<file path="src/rtl/lapd_tx_pkg.sv">
// Package: shared constants, frame state type and the CRC octet step.
// Assumes reflected (LSB-first) CRC processing as used on HDLC links.
package lapd_tx_pkg;

    localparam logic [7:0]  FLAG_OCTET  = 8'h7E;
    localparam logic [15:0] CRC_POLY_R  = 16'h8408;  // x^16+x^12+x^5+1, bit-reversed
    localparam logic [15:0] CRC_PRESET  = 16'hFFFF;
    localparam int          STUFF_RUN   = 5;
    localparam int          ONES_W      = $clog2(STUFF_RUN + 1);
    localparam int          OCT_BITS    = 8;
    localparam int          BITCNT_W    = $clog2(OCT_BITS + 1);

    typedef enum logic [2:0] {
        FS_IDLE,
        FS_OPEN,
        FS_BODY,
        FS_FCS_LO,
        FS_FCS_HI,
        FS_CLOSE,
        FS_TAIL
    } frm_state_t;

    // Advance the reflected CRC over one octet, least significant bit first.
    function automatic logic [15:0] crc_octet(input logic [15:0] c_in,
                                              input logic [7:0]  d);
        logic [15:0] c;
        c = c_in;
        for (int i = 0; i < OCT_BITS; i++) begin
            if (c[0] ^ d[i]) c = (c >> 1) ^ CRC_POLY_R;
            else             c = c >> 1;
        end
        return c;
    endfunction

endpackage

</file>
<file path="src/rtl/lapd_crc16.sv">
// Frame check accumulator: preset on init, advanced one octet per update.
// Assumes init and upd are never high together (the sequencer guarantees it).
module lapd_crc16
    import lapd_tx_pkg::*;
(
    input  logic        clk,
    input  logic        rst_n,
    input  logic        init,
    input  logic        upd,
    input  logic [7:0]  din,
    output logic [15:0] crc
);

    // Hold the running remainder.
    always_ff @(posedge clk) begin
        if (!rst_n)    crc <= CRC_PRESET;
        else if (init) crc <= CRC_PRESET;
        else if (upd)  crc <= crc_octet(crc, din);
    end

endmodule

</file>
<file path="src/rtl/lapd_tx_seq.sv">
// Frame sequencer: picks the octet the serializer loads next, and whether
// that octet is subject to zero insertion. It advances on each take pulse
// from the serializer. Assumes buf_data is valid in the cycle buf_addr shows.
module lapd_tx_seq
    import lapd_tx_pkg::*;
#(
    parameter int LEN_W  = 7,
    parameter int ADDR_W = 6
)(
    input  logic              clk,
    input  logic              rst_n,
    input  logic              start,
    input  logic [LEN_W-1:0]  msg_len,
    input  logic              take,
    input  logic [15:0]       crc_val,
    input  logic [7:0]        buf_data,
    output logic [ADDR_W-1:0] buf_addr,
    output logic [7:0]        nxt_octet,
    output logic              nxt_stuff,
    output logic              busy,
    output logic              done,
    output logic              crc_init,
    output logic              crc_upd
);

    localparam logic [LEN_W-1:0] LEN_ONE = LEN_W'(1);

    frm_state_t       state;
    logic [LEN_W-1:0] len_q;
    logic [LEN_W-1:0] idx;
    logic             accept;

    assign accept   = start && (state == FS_IDLE) && (msg_len != '0);
    assign busy     = (state != FS_IDLE);
    assign done     = take && (state == FS_TAIL);
    assign crc_init = accept;
    assign crc_upd  = take && (state == FS_BODY);
    assign buf_addr = idx[ADDR_W-1:0];

    // Frame state, captured length and octet index.
    always_ff @(posedge clk) begin
        if (!rst_n) begin
            state <= FS_IDLE;
            len_q <= '0;
            idx   <= '0;
        end else if (accept) begin
            state <= FS_OPEN;
            len_q <= msg_len;
            idx   <= '0;
        end else if (take) begin
            unique case (state)
                FS_OPEN:   state <= FS_BODY;
                FS_BODY: begin
                    idx <= idx + LEN_ONE;
                    if (idx == len_q - LEN_ONE) state <= FS_FCS_LO;
                end
                FS_FCS_LO: state <= FS_FCS_HI;
                FS_FCS_HI: state <= FS_CLOSE;
                FS_CLOSE:  state <= FS_TAIL;
                FS_TAIL:   state <= FS_IDLE;
                default:   state <= FS_IDLE;
            endcase
        end
    end

    // Select the octet offered to the serializer.
    always_comb begin
        nxt_octet = FLAG_OCTET;
        nxt_stuff = 1'b0;
        unique case (state)
            FS_BODY:   begin nxt_octet = buf_data;       nxt_stuff = 1'b1; end
            FS_FCS_LO: begin nxt_octet = ~crc_val[7:0];  nxt_stuff = 1'b1; end
            FS_FCS_HI: begin nxt_octet = ~crc_val[15:8]; nxt_stuff = 1'b1; end
            default:   begin nxt_octet = FLAG_OCTET;     nxt_stuff = 1'b0; end
        endcase
    end

endmodule

</file>
<file path="src/rtl/lapd_tx_ser.sv">
// Bit serializer with zero insertion. Shifts the held octet out LSB first,
// one bit per tick, and inserts a 0 after five ones when the octet is stuffed.
// Raises take on the tick that frees the register, so the next octet loads
// with no gap. Assumes nxt_octet and nxt_stuff are valid whenever take is high.
module lapd_tx_ser
    import lapd_tx_pkg::*;
(
    input  logic       clk,
    input  logic       rst_n,
    input  logic       bit_tick,
    input  logic [7:0] nxt_octet,
    input  logic       nxt_stuff,
    output logic       take,
    output logic       tx_bit,
    output logic       tx_valid
);

    localparam logic [ONES_W-1:0]   RUN_MAX  = ONES_W'(STUFF_RUN);
    localparam logic [ONES_W-1:0]   RUN_PRE  = ONES_W'(STUFF_RUN - 1);
    localparam logic [BITCNT_W-1:0] CNT_FULL = BITCNT_W'(OCT_BITS);

    logic [7:0]          shreg;
    logic [BITCNT_W-1:0] cnt;
    logic [ONES_W-1:0]   ones;
    logic                stuff_q;
    logic                stuff_now;
    logic                cur;
    logic                run_hits;

    assign cur       = shreg[0];
    assign stuff_now = stuff_q && (ones == RUN_MAX);
    assign run_hits  = stuff_q && cur && (ones == RUN_PRE);
    assign take      = bit_tick && (stuff_now ? (cnt == '0)
                                              : ((cnt == BITCNT_W'(1)) && !run_hits));

    // Shift, count ones, insert zeros and reload from the sequencer.
    always_ff @(posedge clk) begin
        if (!rst_n) begin
            shreg    <= FLAG_OCTET;
            cnt      <= CNT_FULL;
            ones     <= '0;
            stuff_q  <= 1'b0;
            tx_bit   <= 1'b0;
            tx_valid <= 1'b0;
        end else begin
            tx_valid <= bit_tick;
            if (bit_tick) begin
                if (stuff_now) begin
                    tx_bit <= 1'b0;
                    ones   <= '0;
                end else begin
                    tx_bit <= cur;
                    shreg  <= shreg >> 1;
                    cnt    <= cnt - BITCNT_W'(1);
                    ones   <= (stuff_q && cur) ? ones + ONES_W'(1) : '0;
                end
                if (take) begin
                    shreg   <= nxt_octet;
                    cnt     <= CNT_FULL;
                    stuff_q <= nxt_stuff;
                end
            end
        end
    end

endmodule

</file>
<file path="src/rtl/lapd_tx_stat.sv">
// Completion status: sticky bit set by the frame-done event, cleared by a
// status read, with the event winning a tie. The interrupt is a gated level.
module lapd_tx_stat (
    input  logic clk,
    input  logic rst_n,
    input  logic done,
    input  logic stat_rd,
    input  logic irq_en,
    output logic irq_stat,
    output logic irq
);

    // Set on completion, clear on read, completion has priority.
    always_ff @(posedge clk) begin
        if (!rst_n)       irq_stat <= 1'b0;
        else if (done)    irq_stat <= 1'b1;
        else if (stat_rd) irq_stat <= 1'b0;
    end

    assign irq = irq_stat & irq_en;

endmodule

</file>
<file path="src/rtl/lapd_tx_ctrl.sv">
// Top level: LAPD transmit controller. Joins the sequencer, serializer, CRC
// accumulator and status register. Assumes the message buffer answers
// buf_addr combinationally and is stable while busy is high.
module lapd_tx_ctrl
    import lapd_tx_pkg::*;
#(
    parameter int ADDR_W = 6,
    parameter int LEN_W  = ADDR_W + 1
)(
    input  logic              clk,
    input  logic              rst_n,
    input  logic              bit_tick,
    input  logic              start,
    input  logic [LEN_W-1:0]  msg_len,
    output logic [ADDR_W-1:0] buf_addr,
    input  logic [7:0]        buf_data,
    input  logic              irq_en,
    input  logic              stat_rd,
    output logic              tx_bit,
    output logic              tx_valid,
    output logic              busy,
    output logic              irq_stat,
    output logic              irq
);

    logic        take;
    logic [7:0]  nxt_octet;
    logic        nxt_stuff;
    logic        done;
    logic        crc_init;
    logic        crc_upd;
    logic [15:0] crc_val;

    lapd_tx_seq #(.LEN_W(LEN_W), .ADDR_W(ADDR_W)) u_seq (
        .clk       (clk),
        .rst_n     (rst_n),
        .start     (start),
        .msg_len   (msg_len),
        .take      (take),
        .crc_val   (crc_val),
        .buf_data  (buf_data),
        .buf_addr  (buf_addr),
        .nxt_octet (nxt_octet),
        .nxt_stuff (nxt_stuff),
        .busy      (busy),
        .done      (done),
        .crc_init  (crc_init),
        .crc_upd   (crc_upd)
    );

    lapd_crc16 u_crc (
        .clk   (clk),
        .rst_n (rst_n),
        .init  (crc_init),
        .upd   (crc_upd),
        .din   (nxt_octet),
        .crc   (crc_val)
    );

    lapd_tx_ser u_ser (
        .clk       (clk),
        .rst_n     (rst_n),
        .bit_tick  (bit_tick),
        .nxt_octet (nxt_octet),
        .nxt_stuff (nxt_stuff),
        .take      (take),
        .tx_bit    (tx_bit),
        .tx_valid  (tx_valid)
    );

    lapd_tx_stat u_stat (
        .clk      (clk),
        .rst_n    (rst_n),
        .done     (done),
        .stat_rd  (stat_rd),
        .irq_en   (irq_en),
        .irq_stat (irq_stat),
        .irq      (irq)
    );

endmodule

</file>
<file path="config.mk">
export PLATFORM = sky130hd
export DESIGN_NAME = lapd_tx_ctrl
export DESIGN_NICKNAME = d
export VERILOG_FILES = /design/src/rtl/lapd_tx_pkg.sv /design/src/rtl/lapd_crc16.sv /design/src/rtl/lapd_tx_seq.sv /design/src/rtl/lapd_tx_ser.sv /design/src/rtl/lapd_tx_stat.sv /design/src/rtl/lapd_tx_ctrl.sv
export SDC_FILE = /design/constraint.sdc
export NUM_CORES = 1
export LEC_CHECK = 0
export BUFFER_PORTS_ARGS = -buffer_cell sky130_fd_sc_hd__buf_2
export CAP_MARGIN = 20
export CORE_MARGIN = 4
export CORE_UTILIZATION = 60
export CTS_BUF_LIST = sky130_fd_sc_hd__clkbuf_2
export CTS_CLUSTER_DIAMETER = 60
export DETAILED_ROUTE_END_ITERATION = 8
export MAX_ROUTING_LAYER = met4
export PLACE_DENSITY = 0.81
export SLEW_MARGIN = 20
export SYNTH_ARGS = -nofsm -noshare
export SYNTH_HDL_FRONTEND = slang
export SYNTH_SLANG_ARGS = --single-unit
</file>
<file path="constraint.sdc">
create_clock -name clk -period 2.31 [get_ports clk]
set_input_delay 0 -clock clk [delete_from_list [all_inputs] [get_ports clk]]
set_output_delay 0 -clock clk [all_outputs]
set_load 0.1 [all_outputs]
</file>
**After elaboration in Yosys (flattened, before gate mapping)**

Index checks and enable logic that the tools add are counted.

- Flip-flop bits (word level): 52

- Bitwise gates (word level): 20
- Eq/ne operators: 13
- Muxes and demuxes: 45
- Add/sub/neg operators: 4
- Reductions and logical operators: 23

Operators by type and width:

| cell | count |
|---|---|
| 2-to-1 mux 16 bit | 29 |
| NOT 2 -> 3 bit | 8 |
| one-hot mux 8 bit (3 select lines) | 1 |
| 2-to-1 mux 8 bit | 2 |
| NOT 8 bit | 2 |
| equality test 3 bit, second input constant | 5 |
| one-hot mux 3 bit (5 select lines) | 1 |
| AND reduction 2 bit | 5 |
| logical AND 1 bit | 9 |
| 2-to-1 mux 3 bit | 3 |
| 2-to-1 mux 4 bit | 2 |
| bitwise XOR 1 bit | 8 |
| adder 7 x 1 -> 7 bit, second input constant | 1 |
| equality test 7 bit | 1 |
| 2-to-1 mux 1 bit | 7 |
| nonzero test 7 bit | 1 |
| subtractor 7 x 1 -> 7 bit, second input constant | 1 |
| equality test 3 x 2 -> 1 bit, second input constant | 2 |
| equality test 4 x 1 -> 1 bit, second input constant | 1 |
| zero test 4 bit | 1 |
| != test 2 bit, second input constant | 2 |
| nonzero test 2 bit | 2 |
| subtractor 4 x 1 -> 4 bit, second input constant | 1 |
| adder 3 x 1 -> 3 bit, second input constant | 1 |
| other kinds (9) | 9 |

**Longest topological paths before layout**

Gate-level depths: netlist (run 1).

- Depth after elaboration: 42
- Mapped depth: 10
- Gate-level depth less buffers: 8

**Cells and area by module**

From an unflattened synthesis (run 1), not the netlist that was laid out.

- Cell total of the unflattened synthesis: 332
- Area, all modules: 3032.9 µm²

By module, submodules not included:

| module | instances | area each (µm²) | sequential area each (µm²) | cells an instance |
|---|---|---|---|---|
| lapd_tx_seq | 1 | 1164.9 | 340.3 | 146 |
| lapd_tx_ser | 1 | 919.6 | 360.3 | 99 |
| lapd_crc16 | 1 | 899.6 | 320.3 | 83 |
| lapd_tx_stat | 1 | 48.8 | 20.0 | 4 |

**Worst setup path before layout (run 1)**

Ideal clock, no wire load.

- Kind: flip-flop to flip-flop
- Start point: register u_ser.ones[1]
- End point: register u_seq.idx[5]
- Data arrival time: 1910 ps
- Buffers on the path: 0
- Slack: 331 ps
- Required time: 2240 ps
- Stages on the path, launching flop included: 9
- Library setup time: 70 ps
- Path through: dfxtp_1 -> inv_1 -> ha_1 -> nand3_1 -> a31oi_1 -> nor4_4 -> nand4_2 -> or3_1 -> a21oi_1

- Cells in the longest elaborated chain, start to end: 7

RTL lines:

| what | RTL line | RTL |
|---|---|---|
| start: declaration | lapd_tx_ser.sv:24 | `logic [ONES_W-1:0] ones;` |
| start signal: assignment | lapd_tx_ser.sv:55 | `ones <= (stuff_q && cur) ? ones + ONES_W'(1) : '0;` |
| equality test 3 bit | lapd_tx_ser.sv:32 | `assign run_hits = stuff_q && cur && (ones == RUN_PRE);` |
| logical AND 1 bit | lapd_tx_ser.sv:32 |  |
| zero test 1 bit | lapd_tx_ser.sv:34 | `: ((cnt == BITCNT_W'(1)) && !run_hits));` |
| logical AND 1 bit | lapd_tx_ser.sv:34 |  |
| 2-to-1 mux 1 bit (*) | lapd_tx_ser.sv:33 | `assign take = bit_tick && (stuff_now ? (cnt == '0)` |
| logical AND 1 bit (*) | lapd_tx_ser.sv:33 |  |
| AND reduction 2 bit (no line) (*) | - |  |
| end signal: assignment | lapd_tx_seq.sv:54 | `idx <= idx + LEN_ONE;` |
| end: declaration | lapd_tx_seq.sv:30 | `logic [LEN_W-1:0] idx;` |

Mark *: on every way between the ends. The rest lies on a longest branch, timed or not.
A chain may end at the register's enable or synchronous reset.

**Final worst setup path (run 1)**

- Start point: register u_seq.state[2]
- End point: register u_crc.crc[8]

- Cells in the longest elaborated chain, start to end: 33

RTL lines:

| what | RTL line | RTL |
|---|---|---|
| start: declaration | lapd_tx_seq.sv:28 | `frm_state_t state;` |
| start signal: assignment | lapd_tx_seq.sv:43 | `state <= FS_IDLE;` |
| start signal: assignment | lapd_tx_seq.sv:47 | `state <= FS_OPEN;` |
| start signal: assignment | lapd_tx_seq.sv:52 | `FS_OPEN: state <= FS_BODY;` |
| equality test 3 bit, or another cell as far along | lapd_tx_seq.sv:70 | `unique case (state)` |
| one-hot mux 8 bit (3 select lines) | lapd_tx_seq.sv:70 |  |
| bitwise XOR 1 bit | lapd_tx_pkg.sv:29 | `if (c[0] ^ d[i]) c = (c >> 1) ^ CRC_POLY_R;` |
| 2-to-1 mux 16 bit | lapd_tx_pkg.sv:29 |  |
| 2-to-1 mux 16 bit | lapd_crc16.sv:18 | `else if (upd) crc <= crc_octet(crc, din);` |
| 2-to-1 mux 16 bit | lapd_crc16.sv:17 | `else if (init) crc <= CRC_PRESET;` |
| 2-to-1 mux 16 bit | lapd_crc16.sv:16 | `if (!rst_n) crc <= CRC_PRESET;` |
| 2-to-1 mux 16 bit | lapd_tx_pkg.sv:29 |  |
| (+17 left out) | - |  |
| 2-to-1 mux 16 bit | lapd_crc16.sv:18 |  |
| 2-to-1 mux 16 bit | lapd_crc16.sv:17 |  |
| 2-to-1 mux 16 bit | lapd_crc16.sv:16 |  |
| 2-to-1 mux 16 bit | lapd_tx_pkg.sv:29 |  |
| 2-to-1 mux 16 bit | lapd_crc16.sv:18 |  |
| 2-to-1 mux 16 bit | lapd_crc16.sv:17 |  |
| 2-to-1 mux 16 bit | lapd_crc16.sv:16 |  |
| 2-to-1 mux 16 bit | lapd_tx_pkg.sv:29 |  |
| end signal: assignment | lapd_crc16.sv:18 |  |
| end: declaration | lapd_crc16.sv:11 | `output logic [15:0] crc` |

Parallel ways exist; a longest one is shown, timed or not. The select of a mux whose other input is x is not followed.

==> results of run 1 <==
power breakdown:
| part | switching, W | internal [W] | total, W |
|---|---|---|---|
| logic | 0.000154 | 0.000117 | 0.000272 |
| registers | 0.0000310 | 0.000930 | 0.000961 |
| clock network | 0.000286 | 0.0000753 | 0.000362 |
| total | 0.000471 | 0.00112 | 0.00159 |
sequential cells by signal, summed over array words and instances, names as in the netlist:
name and count:
u_ser.tx_valid 1, u_ser.stuff_q 1, u_seq.len_q 7, u_stat.irq_stat 1, u_ser.shreg 8, u_ser.tx_bit 1
u_seq.idx 7, u_seq.state 3, u_ser.ones 3, u_crc.crc 16, u_ser.cnt 4
cells in the final DEF, fill, tap and decap left out, types with 2 or more instances in the layout:
cell type	instances
clkbuf_2	6
a22oi_1	2
or3_1	3
o311ai_1	4
dfxtp_1	50
xor2_1	18
buf_2	31
nand4_1	8
nor2b_1	10
o211ai_1	8
and2_1	8
a2bb2oi_1	4
a311oi_1	2
nand2_1	49
nor4_1	3
dfxtp_2	2
dlygate4sd3_1	11
ha_1	7
o21ai_0	21
nand2b_1	5
inv_1	13
a21oi_1	17
a21boi_0	3
xnor2_1	14
mux2_2	2
a211oi_1	2
nand4bb_1	2
nor3_1	9
mux2i_1	7
nand3_1	16
o221a_2	3
o311ai_0	4
buf_4	12
nor2_1	21
critical path, stage by stage (launching register included):
cell and delay (ps):
dfxtp_1 470, nand2b_2 370, a2bb2oi_1 200, o311ai_1 370, xor2_1 380, xor2_1 170
o21ai_0 90
logic make-up (layout without fill, tap and decap cells):
group / after synthesis / in the layout / synth area share
AO/OA/AOI/OAI: 83 / 83 / 0.189
XOR/XNOR: 33 / 33 / 0.0972
adder cells (fa/ha/maj): 8 / 8 / 0.0328
buffers and inverters: 41 / 76 / 0.0644
flip-flops: 52 / 52 / 0.341
multiplexers: 9 / 9 / 0.0304
AND/OR/NAND/NOR: 146 / 146 / 0.245
layout make-up:
type                            instances  area [sq um]  share of cell area
Clock inverter                          2          11.3             0.00328
Clock buffer                            6          30.0             0.00873
Sequential cell                        52          1040               0.303
Multi-Input combinational cell        279          1850               0.537
Tap cell                               67          83.8              0.0244
Inverter                               13          48.8              0.0142
Timing Repair Buffer                   55           375               0.109
stage by stage:
| stage | setup TNS, ps | hold WS, ps | power [W] |
|---|---|---|---|
| 4_1_cts | 0 | 30.5 | 0.00159 |
| 5_1_grt | -11.3 | 20.3 | 0.00167 |
| 2_1_floorplan | 0 | 156 | 0.00115 |
| 3_3_place_gp | 0 | 275 | 0.00122 |
| 6_report | 0 | 53.0 | 0.00159 |
| 3_5_place_dp | 0 | 296 | 0.00123 |
repair_timing:
| item | 4_1_cts | 5_1_grt |
|---|---|---|
| gates resized for setup | 0 | 9 |
| hold endpoints to repair | 20 | 0 |
| hold buffers | 11 | 0 |
| endpoints found under the setup margin | 0 | 18 |
| buffers inserted | 0 | 1 |
final timing paths:
path,endpoint,from,depth (start not counted)
worst max-delay path,u_crc.crc[8]$_SDFFE_PP1P_,u_seq.state[2]$_SDFFE_PP0P_,6
worst min-delay path,u_ser.shreg[0]$_SDFFE_PN0P_,buf_data[0],4
worst max register to register,u_crc.crc[8]$_SDFFE_PP1P_,u_seq.state[2]$_SDFFE_PP0P_,6
worst min register to register,u_ser.shreg[7]$_SDFFE_PN0P_,u_ser.shreg[7]$_SDFFE_PN0P_,2
per-layer routing:
metal	wire length, um	vias up	global-route usage
met3	315	12	0.0442
met4	95	0	0.0619
met5	0	-	-
met2	3590	56	0.407
met1	3290	1331	0.332
li1	-	1378	-
==> results.py, run 1 <==
metrics = {
    "sta": {
        "setup_viol": 0,
        "slew_viol_final": 0,
        "fin_skew_ps": 27.6,
        "hold_violations": 0,
        "period_needed_ps": 2150,
        "worst_pin_slew_ps": 857,
        "maxSlewHeadroom": 0.428,
        "timing.final.crit_share": 0.932,
        "timing.final.ws_setup_ps": 157,
        "max_freq_mhz": 464,
    },
    "worst_setup_path": {
        "crit_fanout": 14,
        "crit_arrival_ps": 2500,
        "end_kind": "register",
        "rrSetupSlack_ps": 160,
        "cp_data_required_time_ps": 2660,
        "start_kind": "register",
        "setup.worst_path.class": "register to register",
    },
    "clock_tree": {
        "clock_sinks": 52,
        "h-tree-depth": 2,
        "clkLatencyLatePin_ps": 440,
        "cts_root_buffer": "clkbuf_2",
        "clk_pin_slew_worst_paths_ps": 270,
        "clock_path_buffers": 2,
        "cts_buffers": 5,
        "tritoncts": "built",
    },
    "logic_synthesis": {
        "ys.flop_type": "dfxtp_1",
        "yosysMostFrequentCell": "dfxtp_1",
        "ys_seq_area_frac": 0.341,
        "async_flop_share": 0,
        "yosysWarnings": 0,
        "synth_cell_types": 58,
        "avgSynthCellArea_sq_um": 8.20,
        "syn_nets": 401,
        "netlist_top_cells_count": "52 x dfxtp_1, 49 x nand2_1, 22 x nor2_1",
        "yosysTopAreaCellShare": 0.341,
        "synth_edf_count": 0,
        "synthCells": 372,
        "synth.largest_area_cell": "dfxtp_1",
        "syn_area_sq_um": 3050,
        "ys_ff_latch": 52,
        "synth_area_leaders": "dfxtp_1 34%, nand2_1 6.0%, xor2_1 5.2%",
    },
    "place": {
        "place_hpwl_mm": 5.14,
        "portBuffers": 31,
        "place_area_sq_um": 3240,
        "dp.cells": 454,
        "place.gp.congestion": 0.879,
        "pre_cts_ws_ps": 92.0,
    },
    "pwr": {
        "peakVddDrop_v": 0.000388,
        "p_leak_nw": 1.41,
        "power_density_nw_per_um2": 464,
    },
    "worst_hold_path": {
        "hold_path.class": "primary input to register",
    },
    "die": {
        "core_area_sq_um": 4820,
        "ioPinCount": 32,
        "die_y_um": 79.3,
        "die_w_um": 79.3,
        "rows": 25,
        "die_area_sq_um": 6290,
        "initial_core_util": 0.633,
    },
    "job": {
        "cap_violations": 0,
    },
    "status": {
        "outcome": "finished, final reports clean",
    },
    "grt": {
        "grt_pass1_vias": 2645,
        "track_usage": 0.253,
        "grt_max_degree": 31,
        "antenna_found_initial": 0,
        "globalRouteOverflowTotal": 0,
        "grt_pass1_wl_mm": 12.5,
    },
    "finish": {
        "post-route-cell-area_sq_um": 3440,
        "final_cell_count_no_fill": 474,
        "fin_util": 0.714,
        "nNetsFinal": 435,
        "area_growth_pct": 12.7,
        "layout-drive-gt1-share": 0.174,
        "antennaDiodeCount": 0,
        "nFillCells": 408,
    },
    "detailed_routing": {
        "num_vias": 2777,
        "post_drt_wl_per_cell_um": 15.4,
        "drt_pre_antenna_iters": 6,
        "drc": 0,
        "drt_wl_total_mm": 7.29,
        "ant_nets": 0,
        "vias_per_cell": 5.86,
        "drt_iter0_drc": 190,
    },
}
No activity file was read; power rests on OpenSTA's default activity.
==> inputs of run 2 (changes only) <==
==> constraint.sdc (replaced) <==
create_clock -name clk -period 2.3 [get_ports clk]
set_input_delay 0 -clock clk [delete_from_list [all_inputs] [get_ports clk]]
set_output_delay 0 -clock clk [all_outputs]
set_load 0.1 [all_outputs]
==> run 2 against run 1 <==
Effect of this change: sequential power rose by 0.5%; critical path depth is 2 higher; combinational power is 6% higher; hold slack better by 26 ps; core utilization is 3.1 points higher; highest routed layer unchanged; maximum frequency fell by 1.1%; first-iteration DRC count shrank 13%; setup slack worse by 34 ps; critical path type unchanged; final cell count grew 2.5%; die area stayed put.
==> results.py, run 2 (synthesis gave the netlist of run 1 again) <==
metrics = {
    "finish": {
        "final_cell_mix": "50 x dfxtp_1, 49 x nand2_1, 31 x buf_2, 21 x nor2_1, 21 x o21ai_0",
        "top_register": "u_crc.crc",
        "final_common_cell": "dfxtp_1",
        "layout-drive-gt1-share": 0.179,
        "final_cell_count_no_fill": 486,
        "area_growth_pct": 17.6,
        "antennaDiodeCount": 0,
        "nNetsFinal": 447,
        "largest_reg_flops": 16,
        "post-route-cell-area_sq_um": 3590,
        "reg.largest.list": "u_crc.crc: 16 flops, u_ser.shreg: 8 flops",
    },
    "grt": {
        "antenna_found_initial": 0,
        "grt_use_met2": 0.405,
        "globalRouteOverflowTotal": 0,
        "grt_max_degree": 28,
        "top_usage_layer": "met2",
        "grtUsageMet3": 0.0385,
        "grt_pass1_vias": 2551,
        "track_usage": 0.253,
        "met1_usage": 0.332,
        "grt_pass1_wl_mm": 12.4,
    },
    "job": {
        "cap_violations": 0,
    },
    "place": {
        "dp.cells": 457,
        "place_hpwl_mm": 5.08,
        "place.gp.congestion": 0.917,
        "portBuffers": 31,
        "place_area_sq_um": 3250,
        "pre_cts_ws_ps": 231,
    },
    "status": {
        "outcome": "finished, final reports clean",
    },
    "worst_setup_path": {
        "crit_fanout": 11,
        "cp_data_required_time_ps": 2690,
        "timing.rr.start": "u_seq.state[1]$_SDFFE_PP0P_",
        "start_kind": "register",
        "cpMaxStageDelayCell": "dlygate4sd3_1",
        "setup.worst_path.class": "register to register",
        "rrSetupSlack_ps": 120,
        "cp_num_buf_inv": 3,
        "timing.rr.end": "u_seq.len_q[5]$_SDFFE_PN0P_",
        "end_kind": "register",
        "cpPeakStageDelay_ps": 550,
        "reg2reg_depth": 8,
        "path_delay_family": "buffers and inverters",
        "cp_cell_sequence": "buf_4 -> nor3_4 -> nand2_1 -> a21oi_2 -> buf_6 -> mux2i_1 -> nor2b_1 -> dlygate4sd3_1",
        "crit_arrival_ps": 2560,
    },
    "die": {
        "die_area_sq_um": 6290,
        "die_w_um": 79.3,
        "die_y_um": 79.3,
        "ioPinCount": 32,
        "initial_core_util": 0.633,
        "core_area_sq_um": 4820,
        "rows": 25,
    },
    "detailed_routing": {
        "ant_nets": 0,
        "drt_wl_total_mm": 7.45,
        "drt_pre_antenna_iters": 7,
        "drc": 0,
        "num_vias": 2845,
        "drt_iter0_drc": 165,
        "vias_per_cell": 5.85,
        "post_drt_wl_per_cell_um": 15.3,
    },
    "pwr": {
        "p_leak_nw": 1.51,
        "power_w": 0.00185,
        "peakVddDrop_v": 0.000307,
        "power_density_nw_per_um2": 515,
    },
    "sta": {
        "maxSlewHeadroom": 0.474,
        "setup_viol": 0,
        "fin_skew_ps": 43.2,
        "slew_viol_final": 0,
        "rsz0062_at_grt": "false",
        "timing.final.ws_setup_ps": 122,
        "worst_pin_slew_ps": 787,
        "tns_ps": 0,
        "timing.final.crit_share": 0.947,
        "hold_violations": 0,
        "max_freq_mhz": 459,
        "period_needed_ps": 2180,
    },
    "worst_hold_path": {
        "hold_path.class": "primary input to register",
        "whs_endpoint": "u_ser.shreg[2]$_SDFFE_PN1P_",
        "hp-start": "buf_data[2]",
        "whs_path_depth": 5,
    },
    "clock_tree": {
        "tritoncts": "built",
        "clock_sinks": 52,
        "cts_buffers": 5,
        "clock_path_buffers": 2,
        "h-tree-depth": 2,
        "clkLatencyLatePin_ps": 440,
        "cts_root_buffer": "clkbuf_2",
        "clk_pin_slew_worst_paths_ps": 300,
    },
}
run 2: worst max path at each step:
stage / from / end / slack, ps / depth (start not counted)
final: u_seq.state[1]$_SDFFE_PP0P_ / u_seq.len_q[5]$_SDFFE_PN0P_ / 120 / 8
after global routing: u_ser.ones[1]$_SDFFE_PN0P_ / u_seq.idx[5]$_SDFFE_PP0P_ / 10 / 8
after CTS: u_seq.state[1]$_SDFFE_PP0P_ / u_seq.len_q[0]$_SDFFE_PN0P_ / 40 / 8
after detailed placement: u_ser.cnt[0]$_SDFFE_PN0P_ / u_crc.crc[4]$_SDFFE_PP1P_ / 230 / 8
after global placement: u_seq.state[2]$_SDFFE_PP0P_ / u_crc.crc[8]$_SDFFE_PP1P_ / 240 / 6
after floorplan: u_ser.ones[1]$_SDFFE_PN0P_ / u_seq.idx[5]$_SDFFE_PP0P_ / 320 / 8
run 2: power breakdown:
part	leakage, nW	switching (W)	internal [W]
Combinational	1.03	0.000158	0.000130
Sequential	0.425	0.0000322	0.000933
Clock	0.0536	0.000299	0.000296
Total	1.51	0.000490	0.00136
run 2: repair_timing:
item | CTS | global route
endpoints found under the hold margin | 24 | 0
hold buffers | 18 | 0
setup endpoints to repair | 0 | 20
setup buffers | 0 | 3
gates resized for setup | 0 | 9
run 2: per-layer routing:
metal  wire length, um  part of all wire
met1              3400              0.46
met2              3690              0.50
met3               265             0.036
met4                87             0.012
met5                 0                 0
run 2: final cells by class:
cell class	instances	area (sq um)
multi-input combinational	279	1840
fill	381	1230
sequential	52	1050
timing repair buffer	67	479
tap	67	83.8
clock inverter	3	68.8
inverter	13	48.8
clock buffer	5	25.0
run 2: stage by stage:
step | util | hold slack (ps)
finish | 0.745 | 79.2
CTS | 0.732 | 56.5
global route | 0.745 | 73.8
floorplan | - | 156
detailed placement | 0.676 | 284
global placement | 0.676 | 277
run 2: worst register-to-register path, stage by stage, from the launching register on:
cell           delay, ps
dfxtp_4              420
buf_4                170
nor3_4               220
nand2_1              110
a21oi_2              190
buf_6                170
mux2i_1              230
nor2b_1               80
dlygate4sd3_1        550
==> inputs of run 3 (changes only) <==
==> constraint.sdc (replaced) <==
create_clock -name clk -period 2.3 [get_ports clk]
set_input_delay 0.23 -clock clk [delete_from_list [all_inputs] [get_ports clk]]
set_output_delay 0.23 -clock clk [all_outputs]
set_load 0.1 [all_outputs]
==> run 3 against run 2 <==
Effect of this change: cell area decreased by 6.2%; power decreased by 13%; maximum frequency increased by 2.4%; core utilization decreased by 4.6 points; combinational power decreased by 9.7%; critical path type unchanged; register-to-register slack improved by 50 ps; clock skew decreased by 8.9 ps; critical path depth decreased by 2; hold slack got worse by 59 ps; final cell count decreased by 3.1%; non-clock buffer count decreased by 15.
==> results.py, run 3 (synthesis gave the netlist of run 1 again) <==
metrics = {
    "status": {
        "outcome": "finished, final reports clean",
    },
    "finish": {
        "nNetsFinal": 432,
        "register_area_sq_um": 1040,
        "final_cell_mix": "52 x dfxtp_1, 49 x nand2_1, 31 x buf_2, 22 x nor2_1, 21 x o21ai_0",
        "reg.largest.list": "u_crc.crc: 16 flops, u_ser.shreg: 8 flops",
        "layout-drive-gt1-share": 0.173,
        "nFillCells": 418,
        "antennaDiodeCount": 0,
        "multi_input_area_sq_um": 1820,
        "top_register": "u_crc.crc",
        "area_growth_pct": 10.4,
        "final_common_cell": "dfxtp_1",
        "largest_reg_flops": 16,
    },
    "detailed_routing": {
        "vias_per_cell": 5.80,
        "drc": 0,
        "ant_nets": 0,
        "drt_iter0_drc": 152,
        "drt_pre_antenna_iters": 5,
        "num_vias": 2731,
        "post_drt_wl_per_cell_um": 14.6,
        "drt_wl_total_mm": 6.86,
    },
    "die": {
        "ioPinCount": 32,
        "core_area_sq_um": 4820,
        "initial_core_util": 0.633,
        "die_y_um": 79.3,
        "die_area_sq_um": 6290,
        "die_w_um": 79.3,
        "rows": 25,
    },
    "sta": {
        "period_needed_ps": 2130,
        "fin_skew_ps": 34.3,
        "slew_viol_final": 0,
        "hold_violations": 0,
        "setup_viol": 0,
        "tns_ps": 0,
        "worst_pin_slew_ps": 524,
        "maxSlewHeadroom": 0.649,
        "max_freq_mhz": 470,
        "rsz0062_at_grt": "false",
        "holdWs_ps": 20.5,
        "timing.final.crit_share": 0.925,
    },
    "job": {
        "cap_violations": 0,
    },
    "place": {
        "place_hpwl_mm": 5.02,
        "place.gp.congestion": 0.911,
        "portBuffers": 31,
    },
    "worst_setup_path": {
        "cp_num_buf_inv": 0,
        "crit_cells": 6,
        "cpPeakStageDelay_ps": 450,
        "cp_cell_sequence": "nand2b_2 -> a2bb2oi_1 -> o311ai_1 -> xor2_1 -> xor2_1 -> o21ai_0",
        "cp_data_required_time_ps": 2650,
        "cpMaxStageDelayCell": "dfxtp_1",
        "crit_arrival_ps": 2470,
        "reg2reg_depth": 6,
        "setup.worst_path.class": "register to register",
        "crit_fanout": 14,
        "start_kind": "register",
        "path_delay_family": "compound AO/OA/AOI/OAI gates",
        "critPathMostFrequentCell": "xor2_1",
        "end_kind": "register",
    },
    "clock_tree": {
        "tritoncts": "built",
        "clock_path_buffers": 2,
        "clkLatencyLatePin_ps": 460,
        "cts_buffers": 5,
        "clk_pin_slew_worst_paths_ps": 270,
        "clock_sinks": 52,
        "h-tree-depth": 2,
        "cts_root_buffer": "clkbuf_2",
    },
    "pwr": {
        "peakVddDrop_v": 0.000441,
        "power_density_nw_per_um2": 476,
        "p_leak_nw": 1.39,
    },
    "worst_hold_path": {
        "whs_path_depth": 3,
        "hold_path.class": "primary input to register",
    },
    "grt": {
        "track_usage": 0.234,
        "antenna_found_initial": 0,
        "grt_max_degree": 25,
        "globalRouteOverflowTotal": 0,
        "grt_pass1_wl_mm": 11.5,
        "grt_pass1_vias": 2498,
    },
}
-- run 3: layout make-up --
class                           instances  area share
Inverter                               13      0.0145
Multi-Input combinational cell        279       0.541
Sequential cell                        52       0.309
Tap cell                               67      0.0249
Clock inverter                          2     0.00483
Clock buffer                            6     0.00892
Timing Repair Buffer                   52      0.0966
-- run 3: routing by layer --
layer / up-vias / wire, um / global-route usage / part of all wire
li1: 1374 / - / - / -
met1: 1278 / 3280 / 0.315 / 0.48
met2: 65 / 3180 / 0.360 / 0.46
met3: 14 / 265 / 0.0351 / 0.039
met4: 0 / 129 / 0.0808 / 0.019
met5: - / 0 / - / 0
-- run 3: power breakdown --
part / switching, W / internal [W]
clock network: 0.000298 / 0.0000812
logic: 0.000148 / 0.000112
registers: 0.0000300 / 0.000934
-- run 3: through the flow --
step	area, sq um	std cells	total power, W	setup WS [ps]	util
6_report	3370	471	0.00160	174	0.699
5_1_grt	3370	471	0.00168	2.36	0.699
4_1_cts	3350	470	0.00161	121	0.695
3_5_place_dp	3260	458	0.00123	199	0.677
3_3_place_gp	3260	458	0.00122	258	0.677
2_1_floorplan	3050	372	0.00116	257	-
-- run 3: worst paths after layout --
path                                                  start                           to  slack (ps)
worst max-delay path            u_seq.state[2]$_SDFFE_PP0P_    u_crc.crc[8]$_SDFFE_PP1P_         170
worst min-delay path                             msg_len[0]  u_seq.len_q[0]$_SDFFE_PN0P_          20
worst max register to register  u_seq.state[2]$_SDFFE_PP0P_    u_crc.crc[8]$_SDFFE_PP1P_         170
worst min register to register    u_ser.tx_bit$_SDFFE_PN0P_    u_ser.tx_bit$_SDFFE_PN0P_         500
-- run 3: tightest hold or removal path, cell delays in order --
cell	delay [ps]
buf_2	90
mux2i_1	60
nor2b_1	100
-- run 3: what timing repair did --
action | 4_1_cts | 5_1_grt
hold buffers | 4 | 1
endpoints found under the hold margin | 3 | 1
gates resized for setup | 0 | 2
setup buffers | 0 | 0
endpoints found under the setup margin | 0 | 9
